## src/rtl/isc_pkg.sv

```systemverilog
package isc_pkg;
  typedef enum logic [1:0] {
    OP_QUERY   = 2'd0,
    OP_WRITE   = 2'd1,
    OP_PARK    = 2'd2,
    OP_RESTORE = 2'd3
  } isc_op_e;

  localparam logic [7:0] ST_OK   = 8'h00;
  localparam logic [7:0] ST_ERR  = 8'hFD;
  localparam logic [7:0] PRIO_OFF = 8'hFF;
endpackage

```

## src/rtl/isc_src_msg.sv

```systemverilog
module isc_src_msg (
  input  logic       clk,
  input  logic       rst_n,
  input  logic       line,
  input  logic [7:0] eff_prio,
  input  logic       wr_en,
  input  logic       rej,
  input  logic       resend,
  input  logic       grant,
  output logic       pend
);
  import isc_pkg::*;
  logic line_q, mpend_q, rejd_q;
  logic pend_n, mpend_n, rejd_n;
  logic masked;

  assign masked = (eff_prio == PRIO_OFF);

  always_comb begin
    pend_n  = pend & ~grant;
    mpend_n = mpend_q;
    rejd_n  = rejd_q | rej;
    if (line && !line_q) begin
      if (masked) mpend_n = 1'b1;
      else        pend_n  = 1'b1;
    end
    if (wr_en && mpend_n && !masked) begin
      pend_n  = 1'b1;
      mpend_n = 1'b0;
    end
    if (resend && rejd_n && !masked) begin
      pend_n = 1'b1;
      rejd_n = 1'b0;
    end
  end

  always_ff @(posedge clk or negedge rst_n) begin
    if (!rst_n) begin
      line_q  <= 1'b0;
      mpend_q <= 1'b0;
      rejd_q  <= 1'b0;
      pend    <= 1'b0;
    end else begin
      line_q  <= line;
      mpend_q <= mpend_n;
      rejd_q  <= rejd_n;
      pend    <= pend_n;
    end
  end
endmodule

```

## src/rtl/isc_src_level.sv

```systemverilog
module isc_src_level (
  input  logic       clk,
  input  logic       rst_n,
  input  logic       line,
  input  logic [7:0] eff_prio,
  input  logic       wr_en,
  input  logic       rej,
  input  logic       eoi,
  input  logic       resend,
  input  logic       grant,
  output logic       pend
);
  import isc_pkg::*;
  logic asrt_q, sent_q, rejd_q;
  logic pend_n, sent_n, eval;

  assign eval = (line != asrt_q) | wr_en | eoi | resend;

  always_comb begin
    pend_n = pend & ~grant;
    sent_n = sent_q & ~rej & ~eoi;
    if (eval && (eff_prio != PRIO_OFF) && line && !sent_n) begin
      sent_n = 1'b1;
      pend_n = 1'b1;
    end
  end

  always_ff @(posedge clk or negedge rst_n) begin
    if (!rst_n) begin
      asrt_q <= 1'b0;
      sent_q <= 1'b0;
      rejd_q <= 1'b0;
      pend   <= 1'b0;
    end else begin
      asrt_q <= line;
      sent_q <= sent_n;
      rejd_q <= (rejd_q | rej) & ~resend;
      pend   <= pend_n;
    end
  end
endmodule

```

## src/rtl/isc_arb.sv

```systemverilog
module isc_arb #(
  parameter int N     = 4,
  parameter int IDX_W = 2
) (
  input  logic             clk,
  input  logic             rst_n,
  input  logic [N-1:0]     pend,
  input  logic             ready,
  output logic             valid,
  output logic [IDX_W-1:0] sel
);
  logic             held_q;
  logic [IDX_W-1:0] held_idx_q;
  logic [IDX_W-1:0] first;

  always_comb begin
    first = '0;
    for (int k = N - 1; k >= 0; k--) begin
      if (pend[k]) first = IDX_W'(k);
    end
  end

  assign valid = |pend;
  assign sel   = held_q ? held_idx_q : first;

  always_ff @(posedge clk or negedge rst_n) begin
    if (!rst_n) begin
      held_q     <= 1'b0;
      held_idx_q <= '0;
    end else begin
      held_q     <= valid && !ready;
      held_idx_q <= sel;
    end
  end
endmodule

```

## src/rtl/isc_top.sv

```systemverilog
module isc_top #(
  parameter int NUM_SRC     = 4,
  parameter int BASE        = 8,
  parameter int NUM_SERVERS = 2,
  parameter int NUM_W       = 8,
  parameter int SRVIN_W     = 8,
  parameter logic [NUM_SRC-1:0] LEVEL_MASK = 4'b1100,
  localparam int SRV_W = (NUM_SERVERS > 1) ? $clog2(NUM_SERVERS) : 1,
  localparam int IDX_W = (NUM_SRC > 1) ? $clog2(NUM_SRC) : 1
) (
  input  logic               clk,
  input  logic               rst_n,
  input  logic [NUM_SRC-1:0] src_line,
  input  logic               cfg_valid,
  input  logic [1:0]         cfg_op,
  input  logic [NUM_W-1:0]   cfg_num,
  input  logic [SRVIN_W-1:0] cfg_server,
  input  logic [8:0]         cfg_prio,
  output logic               rsp_valid,
  output logic [7:0]         rsp_status,
  output logic [SRV_W-1:0]   rsp_server,
  output logic [7:0]         rsp_prio,
  input  logic               rej_valid,
  input  logic [NUM_W-1:0]   rej_num,
  input  logic               eoi_valid,
  input  logic [NUM_W-1:0]   eoi_num,
  input  logic               resend,
  output logic               off_valid,
  input  logic               off_ready,
  output logic [SRV_W-1:0]   off_server,
  output logic [NUM_W-1:0]   off_num,
  output logic [7:0]         off_prio
);
  import isc_pkg::*;

  localparam logic [NUM_W-1:0] LO_V = NUM_W'(BASE);
  localparam logic [NUM_W-1:0] HI_V = NUM_W'(BASE + NUM_SRC);

  function automatic logic in_win(input logic [NUM_W-1:0] n);
    return (n >= LO_V) && (n < HI_V);
  endfunction

  logic [SRV_W-1:0] srv_q   [NUM_SRC];
  logic [7:0]       prio_q  [NUM_SRC];
  logic [7:0]       saved_q [NUM_SRC];

  isc_op_e          op;
  logic             num_ok, wr_ok, apply;
  logic [IDX_W-1:0] cfg_idx, rej_idx, eoi_idx, sel;
  logic [7:0]       new_prio;
  logic [SRV_W-1:0] new_srv;
  logic             rej_ok, eoi_ok;
  logic [NUM_SRC-1:0] pend, grant;

  assign op      = isc_op_e'(cfg_op);
  assign num_ok  = in_win(cfg_num);
  assign cfg_idx = IDX_W'(cfg_num - LO_V);
  assign rej_idx = IDX_W'(rej_num - LO_V);
  assign eoi_idx = IDX_W'(eoi_num - LO_V);
  assign rej_ok  = rej_valid && in_win(rej_num);
  assign eoi_ok  = eoi_valid && in_win(eoi_num);

  assign wr_ok = (cfg_server < SRVIN_W'(NUM_SERVERS)) && (cfg_prio <= 9'h0FF);

  always_comb begin
    apply    = 1'b0;
    new_prio = prio_q[cfg_idx];
    new_srv  = srv_q[cfg_idx];
    if (cfg_valid && num_ok) begin
      unique case (op)
        OP_WRITE: begin
          apply    = wr_ok;
          new_prio = cfg_prio[7:0];
          new_srv  = SRV_W'(cfg_server);
        end
        OP_PARK: begin
          apply    = 1'b1;
          new_prio = PRIO_OFF;
        end
        OP_RESTORE: begin
          apply    = 1'b1;
          new_prio = saved_q[cfg_idx];
        end
        default: apply = 1'b0;
      endcase
    end
  end

  always_ff @(posedge clk or negedge rst_n) begin
    if (!rst_n) begin
      for (int i = 0; i < NUM_SRC; i++) begin
        srv_q[i]   <= '0;
        prio_q[i]  <= PRIO_OFF;
        saved_q[i] <= PRIO_OFF;
      end
    end else if (apply) begin
      srv_q[cfg_idx]  <= new_srv;
      prio_q[cfg_idx] <= new_prio;
      if (op == OP_PARK) saved_q[cfg_idx] <= prio_q[cfg_idx];
    end
  end

  always_ff @(posedge clk or negedge rst_n) begin
    if (!rst_n) begin
      rsp_valid  <= 1'b0;
      rsp_status <= ST_OK;
      rsp_server <= '0;
      rsp_prio   <= '0;
    end else begin
      rsp_valid <= cfg_valid;
      if (cfg_valid) begin
        rsp_status <= (apply || (num_ok && op == OP_QUERY)) ? ST_OK : ST_ERR;
        rsp_server <= num_ok ? new_srv  : '0;
        rsp_prio   <= num_ok ? new_prio : '0;
      end
    end
  end

  isc_arb #(.N(NUM_SRC), .IDX_W(IDX_W)) u_arb (
    .clk   (clk),
    .rst_n (rst_n),
    .pend  (pend),
    .ready (off_ready),
    .valid (off_valid),
    .sel   (sel)
  );

  assign off_num    = LO_V + NUM_W'(sel);
  assign off_server = srv_q[sel];
  assign off_prio   = prio_q[sel];

  for (genvar g = 0; g < NUM_SRC; g++) begin : g_src
    logic       wr_g;
    logic [7:0] eff_g;
    assign wr_g     = apply && (cfg_idx == IDX_W'(g));
    assign eff_g    = wr_g ? new_prio : prio_q[g];
    assign grant[g] = off_valid && off_ready && (sel == IDX_W'(g));
    if (LEVEL_MASK[g]) begin : g_lvl
      isc_src_level u_src (
        .clk      (clk),
        .rst_n    (rst_n),
        .line     (src_line[g]),
        .eff_prio (eff_g),
        .wr_en    (wr_g),
        .rej      (rej_ok && rej_idx == IDX_W'(g)),
        .eoi      (eoi_ok && eoi_idx == IDX_W'(g)),
        .resend   (resend),
        .grant    (grant[g]),
        .pend     (pend[g])
      );
    end else begin : g_msg
      isc_src_msg u_src (
        .clk      (clk),
        .rst_n    (rst_n),
        .line     (src_line[g]),
        .eff_prio (eff_g),
        .wr_en    (wr_g),
        .rej      (rej_ok && rej_idx == IDX_W'(g)),
        .resend   (resend),
        .grant    (grant[g]),
        .pend     (pend[g])
      );
    end
  end
endmodule

```

## config.mk

```make
export PLATFORM = sky130hd
export DESIGN_NAME = isc_top
export DESIGN_NICKNAME = d
export VERILOG_FILES = /design/src/rtl/isc_pkg.sv /design/src/rtl/isc_src_msg.sv /design/src/rtl/isc_src_level.sv /design/src/rtl/isc_arb.sv /design/src/rtl/isc_top.sv
export SDC_FILE = /design/constraint.sdc
export NUM_CORES = 1
export LEC_CHECK = 0
export BUFFER_PORTS_ARGS = -buffer_cell sky130_fd_sc_hd__buf_2
export CAP_MARGIN = 20
export CORE_MARGIN = 8
export CORE_UTILIZATION = 55
export CTS_CLUSTER_SIZE = 10
export DETAILED_ROUTE_END_ITERATION = 10
export GPL_ROUTABILITY_DRIVEN = 0
export PLACE_DENSITY = 0.8
export RECOVER_POWER = 50
export SLEW_MARGIN = 10
export SYNTH_ARGS = -nofsm -noshare
export SYNTH_HDL_FRONTEND = slang
export SYNTH_HIERARCHICAL = 1
export SYNTH_SLANG_ARGS = --single-unit
```

## constraint.sdc

```tcl
create_clock -name clk -period 3.5 [get_ports clk]
set_input_delay 0 -clock clk [delete_from_list [all_inputs] [get_ports clk]]
set_output_delay 0 -clock clk [all_outputs]
set_load 0.01 [all_outputs]
```

After elaboration in Yosys (flattened, before gate mapping)
Cells that the tools add are included.

word-level totals
  flip-flop bits (word level) = 103
  bits of input ports = 54
  word-level logic and storage cells = 209

cells by class
  add/subtract/negate cells = 4
  magnitude comparators = 11
  equality and inequality tests = 20
  muxes and demuxes = 60
  bitwise operators = 26
  reductions and logical operators = 56

operator list
  cell                                                                count
  two-way mux 8 bit                                                   14
  bitwise mux 32 bit                                                  2
  binary-select mux 8 bit (select 2 bit)                              3
  logical AND 1 bit                                                   41
  two-way mux 1 bit                                                   29
  greater-or-equal comparator 8 x 4 -> 1 bit (second input constant)  3
  less-than comparator 8 x 4 -> 1 bit (second input constant)         3
  case mux 8 bit (3 select lines)                                     1
  equality test 2 bit (second input constant)                         10
  demux 8 bit (select 2 bit)                                          1
  equality test 8 bit (second input constant)                         2
  inequality test 8 bit (second input constant)                       2
  two-way mux 2 bit                                                   5
  less-or-equal comparator 9 x 8 -> 1 bit (second input constant)     1
  AND 1 bit                                                           8
  equality test 2 x 1 -> 1 bit (second input constant)                4
  logical NOT 2 bit                                                   4
  less-than comparator 8 x 2 -> 1 bit (second input constant)         1
  inverter 1 bit                                                      8
  bitwise OR 1 bit                                                    8
  logical NOT 1 bit                                                   7
  greater-or-equal comparator 3 bit (second input constant)           2
  inverter 2 -> 3 bit                                                 2
  subtractor 2 x 1 -> 2 bit (second input constant)                   3
  other kinds (11)                                                    13

Longest topological paths before layout
  depth in word-level cells = 15
  depth in mapped cells = 9

Hierarchy
Netlist, hierarchy kept.

modules (own cells, without submodules)
  module         times used  cells an instance  area an instance (um2)
  isc_top        1           349                4728.3
  isc_src_msg    2           18                 176.4
  isc_src_level  2           11                 140.1
  isc_arb        1           13                 131.4

Worst setup path after synthesis
No wires, ideal clock.

  path kind = reg2out
  start point = register g_src[2].g_lvl.u_src.pend
  end point = output port off_prio[1]
  arrival time = 2333 ps
  data required time = 3500 ps
  slack = 1167 ps
  stages on the path, launching flop included = 6
  cell sequence = dfrtp_1 > inv_1 > a21oi_1 > o31ai_1 > clkbuf_1 > mux4_2

between the ends
  word-level cells in the longest chain between the ends = 8

ends and longest elaborated chain
  item                                                   line                 RTL
  from (decl)                                            isc_src_level.sv:11  output logic pend
  from (signal assigned)                                 isc_src_level.sv:38  pend <= pend_n;
  two-way mux 2 bit (3 in series)                        isc_arb.sv:19        if (pend[k]) first = IDX_W'(k);
  two-way mux 2 bit                                      isc_arb.sv:24        assign sel = held_q ? held_idx_q : first;
  inverter 2 -> 3 bit (not written as such)              isc_top.sv:130       assign off_prio = prio_q[sel];
  binary-select mux 8 bit (select 2 bit)                 isc_top.sv:130
  two-way mux 8 bit (not written as such) (2 in series)  isc_top.sv:130
  to (decl)                                              isc_top.sv:32        output logic [7:0] off_prio

No other way between the ends. The select of a mux whose other input is x is not followed.

Final worst setup path
  start point = input port cfg_valid
  end point = register g_src[1].g_msg.u_src.rejd_q

between the ends
  word-level cells in the longest chain between the ends = 8
  elaborated cells between the ends (all ways) = 9

ends and longest elaborated chain
  item                             line               RTL
  from (decl)                      isc_top.sv:14      input logic cfg_valid,
  logical AND 1 bit (*)            isc_top.sv:69      if (cfg_valid && num_ok) begin
  two-way mux 1 bit                isc_top.sv:69
  logical AND 1 bit                isc_top.sv:135     assign wr_g = apply && (cfg_idx == IDX_W'(g));
  two-way mux 8 bit (*)            isc_top.sv:136     assign eff_g = wr_g ? new_prio : prio_q[g];
  via g_src[1].eff_g[7]            isc_top.sv:134     logic [7:0] eff_g;
  equality test 8 bit (*)          isc_src_msg.sv:17  assign masked = (eff_prio == PRIO_OFF);
  logical NOT 1 bit (*)            isc_src_msg.sv:31  if (resend && rejd_n && !masked) begin
  logical AND 1 bit (*)            isc_src_msg.sv:31
  two-way mux 1 bit (*)            isc_src_msg.sv:31
  via g_src[1].g_msg.u_src.rejd_n  isc_src_msg.sv:14  logic pend_n, mpend_n, rejd_n;
  to (signal assigned)             isc_src_msg.sv:46  rejd_q <= rejd_n;
  to (decl)                        isc_src_msg.sv:13  logic line_q, mpend_q, rejd_q;

Mark *: on every way through the listed nets, which the timed path passes. The rest lies on a longest branch.
A chain may end at the register's enable or synchronous reset.

==> metrics.txt <==
worst hold path depth 4; Peak VDD IR 248 uV; Tot Pwr 2.21 mW; clock buffer depth 2; fin crit share 91.0%; drt first pass iters 4; Die H 116 um; CP Cell Sequence dlygate4sd3_1, buf_2, nor4b_4, nand3_1, mux2i_1, mux2_2, nand4_1, or2_1, a21oi_1, dlygate4sd3_1; P_leak 2.63 nW; drt via density 5.98; capture point of the worst reg-to-reg path g_src[1].g_msg.u_src/rejd_q; Reg2Reg Setup Slack 0.61 ns; RSZ-0062 raised after global routing false; CTS H-tree lvls 3; Worst Path Required 3.81 ns; slowest CP cell mux2i_1; hold_sp rej_num[0]; total gr overflow 0; CTS resizes 0; Hold EP g_src[0].g_msg.u_src/rejd_q; post-CTS setup buffer count 0; Synth async-reset ratio 100%; DRC 0; Post-Layout Cell Count 640; via count 3828; fmax 314 MHz; Area Growth Syn to Fin 12.6%; Rows 36; RR Startpoint prio_q[23]; Placement Setup Slack 0.757 ns; largest net degree at the start of global routing 59; PortBufs 82; mux contribution to synthesized area 32.2%; CTS root buf clkbuf_8; Worst Setup Start Kind input port; Final Util 63.5%; Synth warnings 6; area post-placement 5940 um^2; EDFF count, synth 0; WL/cell 20.1 um; clk slew on worst S/H paths 0.09 ns; R2R cell count 8; XOR/XNOR share of the synthesized area 0%; Synth Instances 420; fill cell count 800; remaining antenna violation count 0; Worst path most repeated cell dlygate4sd3_1; post-layout instance area 6180 um^2; DP Wirelength 9130 um; Max-Cap Viols 0; Slew @ Worst Pin 1.43 ns; Min-Delay Path Class input port to register; Die W 116 um; # setup viols final 0; crit-path max cell delay 0.65 ns; die area 13400 um^2; sequential cell area fraction in the yosys report 45.2%; Placed Cells 614; crit path from cfg_valid; final setup margin 0.316 ns; final hold vios 0; Final TNS setup 0 ns; Setup Skew 0.0108 ns; max-slew violations 0; Slew HR 4.34%; # diodes 0; final wirelength 12800 um; Top Family by Delay on Critical Path simple AND/OR/NAND/NOR gates; CTS tree done; Buf+Inv Stages, Crit Path 3; first-pass GRT wire length 21100 um; register bit total from synthesis 96; Core ar. 9730 um^2; Post-Syn Area per Cell 13.1 um^2; TritonCTS Buffers 9; Syn Std Cell Area 5490 um^2; Cell variety after synth 54; run status complete, no violations; Worst Setup End Kind register; layout cells sized above 1 57.2%; Primary FF master, synth dfstp_2; 1st-iter DRT viols 234; Sink Count 96; Max FO, Critical Path 8; main combinational cell family by area after synthesis multiplexers; initial antenna violation count 0; CP Data Arrival Time 3.50 ns; Critical Setup Path Class input port to register; boundary pin count 90; Min Clock Period, post-route 3.18 ns; Synth Area in Simple Gates 9.36%; power per cell area 358 nW/um^2; Tot GR Track Use 20.3%; post-synthesis compound-gate area fraction 7.49%; vias in the first global route 4146; nets 556; adder-cell share of the synthesized area 0%; Hold WS 0.0325 ns; initial core utilization 56.5%; latest clock arrival within the worst-skew pair 0.37 ns
cells in the mapped netlist (2+ instances only):
cell,n,area share [%]
nand3_1,3,0.27
nand2_1,6,0.41
clkbuf_1,5,0.34
mux4_2,26,11
nor3b_1,4,0.55
nand2b_1,2,0.23
o22ai_2,2,0.46
a21oi_1,13,1.2
o211ai_2,2,0.46
dfrtp_1,32,15
conb_1,2,0.14
dfstp_2,64,31
nor4_4,2,0.77
nand4_1,10,1.1
o22ai_1,8,0.91
a211oi_1,5,0.68
buf_4,15,2.1
mux2i_1,4,0.73
nor3_1,6,0.55
buf_2,8,0.73
o21a_1,2,0.27
o2bb2ai_1,8,1.3
or4b_1,2,0.36
nor2b_1,7,0.80
inv_1,25,1.7
buf_6,3,0.61
or2_2,2,0.23
nor2_1,15,1.0
o21ai_0,12,1.1
or2_1,2,0.23
mux2_2,99,20
buf_1,2,0.14
cell usage in the layout, fill, tap and decap left out, types with 3 or more instances in the layout:
cell	count
nor2b_1	7
conb_1	7
o21ai_0	12
a21oi_1	13
nand3_1	3
buf_2	60
dlygate4sd3_1	10
buf_4	5
clkbuf_8	10
o2bb2ai_1	8
clkbuf_1	23
nor3_1	6
inv_1	25
mux2_2	99
nor3b_1	4
nor2_1	15
dfrtp_1	32
nand4_1	10
mux4_2	26
dfstp_2	64
a211oi_1	5
nand2_1	6
o22ai_1	8
mux2i_1	4
kinds of logic after synthesis:
kind of cell	Yosys count
compound gates	58
buf+inv	59
flops	96
mux	131
other cells	2
simple gates	74
timing repair:
item | 4_1_cts | 5_1_grt
hold buffers | 10 | 0
setup endpoints to repair | 0 | 0
hold endpoints to repair | 31 | 0
registers in the layout (all words and copies together), names as in the netlist:
signal and flops:
g_src.g_lvl.u_src/asrt_q 2, g_src.g_lvl.u_src/pend 2, g_src.g_lvl.u_src/sent_q 2, g_src.g_msg.u_src/line_q 2
g_src.g_msg.u_src/mpend_q 2, g_src.g_msg.u_src/pend 2, g_src.g_msg.u_src/rejd_q 2, prio_q 32
rsp_prio 8, rsp_server 1, rsp_status 1, rsp_valid 1
saved_q 32, srv_q 4, u_arb/held_idx_q 2, u_arb/held_q 1
per-layer routing:
layer  part of all wire, %  vias to the layer above  GRT usage, %
met5                     0                        -             0
met4                   1.8                        0          7.35
met3                   7.0                       21          5.16
met2                    50                      125          34.3
met1                    41                     1958          24.5
li1                      -                     1724             -
report_power, final:
group	switching (mW)	internal, mW	leakage (nW)
clock network	0.406	0.280	0.0926
logic	0.205	0.139	1.48
registers	0.0308	1.15	1.06
how the worst max path moves through the flow:
stage / slack (ns) / to / cells after the start
final: 0.32 / g_src[1].g_msg.u_src/rejd_q / 10
after global routing: 0.12 / g_src[1].g_msg.u_src/rejd_q / 10
after CTS: 0.38 / g_src[1].g_msg.u_src/rejd_q / 10
after detailed placement: 0.76 / g_src[0].g_msg.u_src/mpend_q / 8
after global placement: 0.83 / g_src[0].g_msg.u_src/mpend_q / 8
after floorplan: 1.17 / off_prio[1] / 5
tightest hold or removal path, cell delays in order:
cell and delay, ns:
buf_2 0.10, nor3_1 0.08, nor2_1 0.12, a21oi_1 0.05
layout make-up:
type | count | area [um^2] | share of cell area, %
flip-flops and latches | 96 | 2480 | 40.2
repair buffers | 99 | 529 | 8.56
inverters | 26 | 97.6 | 1.58
multi-input cells | 270 | 2730 | 44.1
well taps | 133 | 166 | 2.69
clock inverters | 6 | 43.8 | 0.708
clock buffers | 10 | 138 | 2.23
No activity file was read; power rests on OpenSTA's default activity.
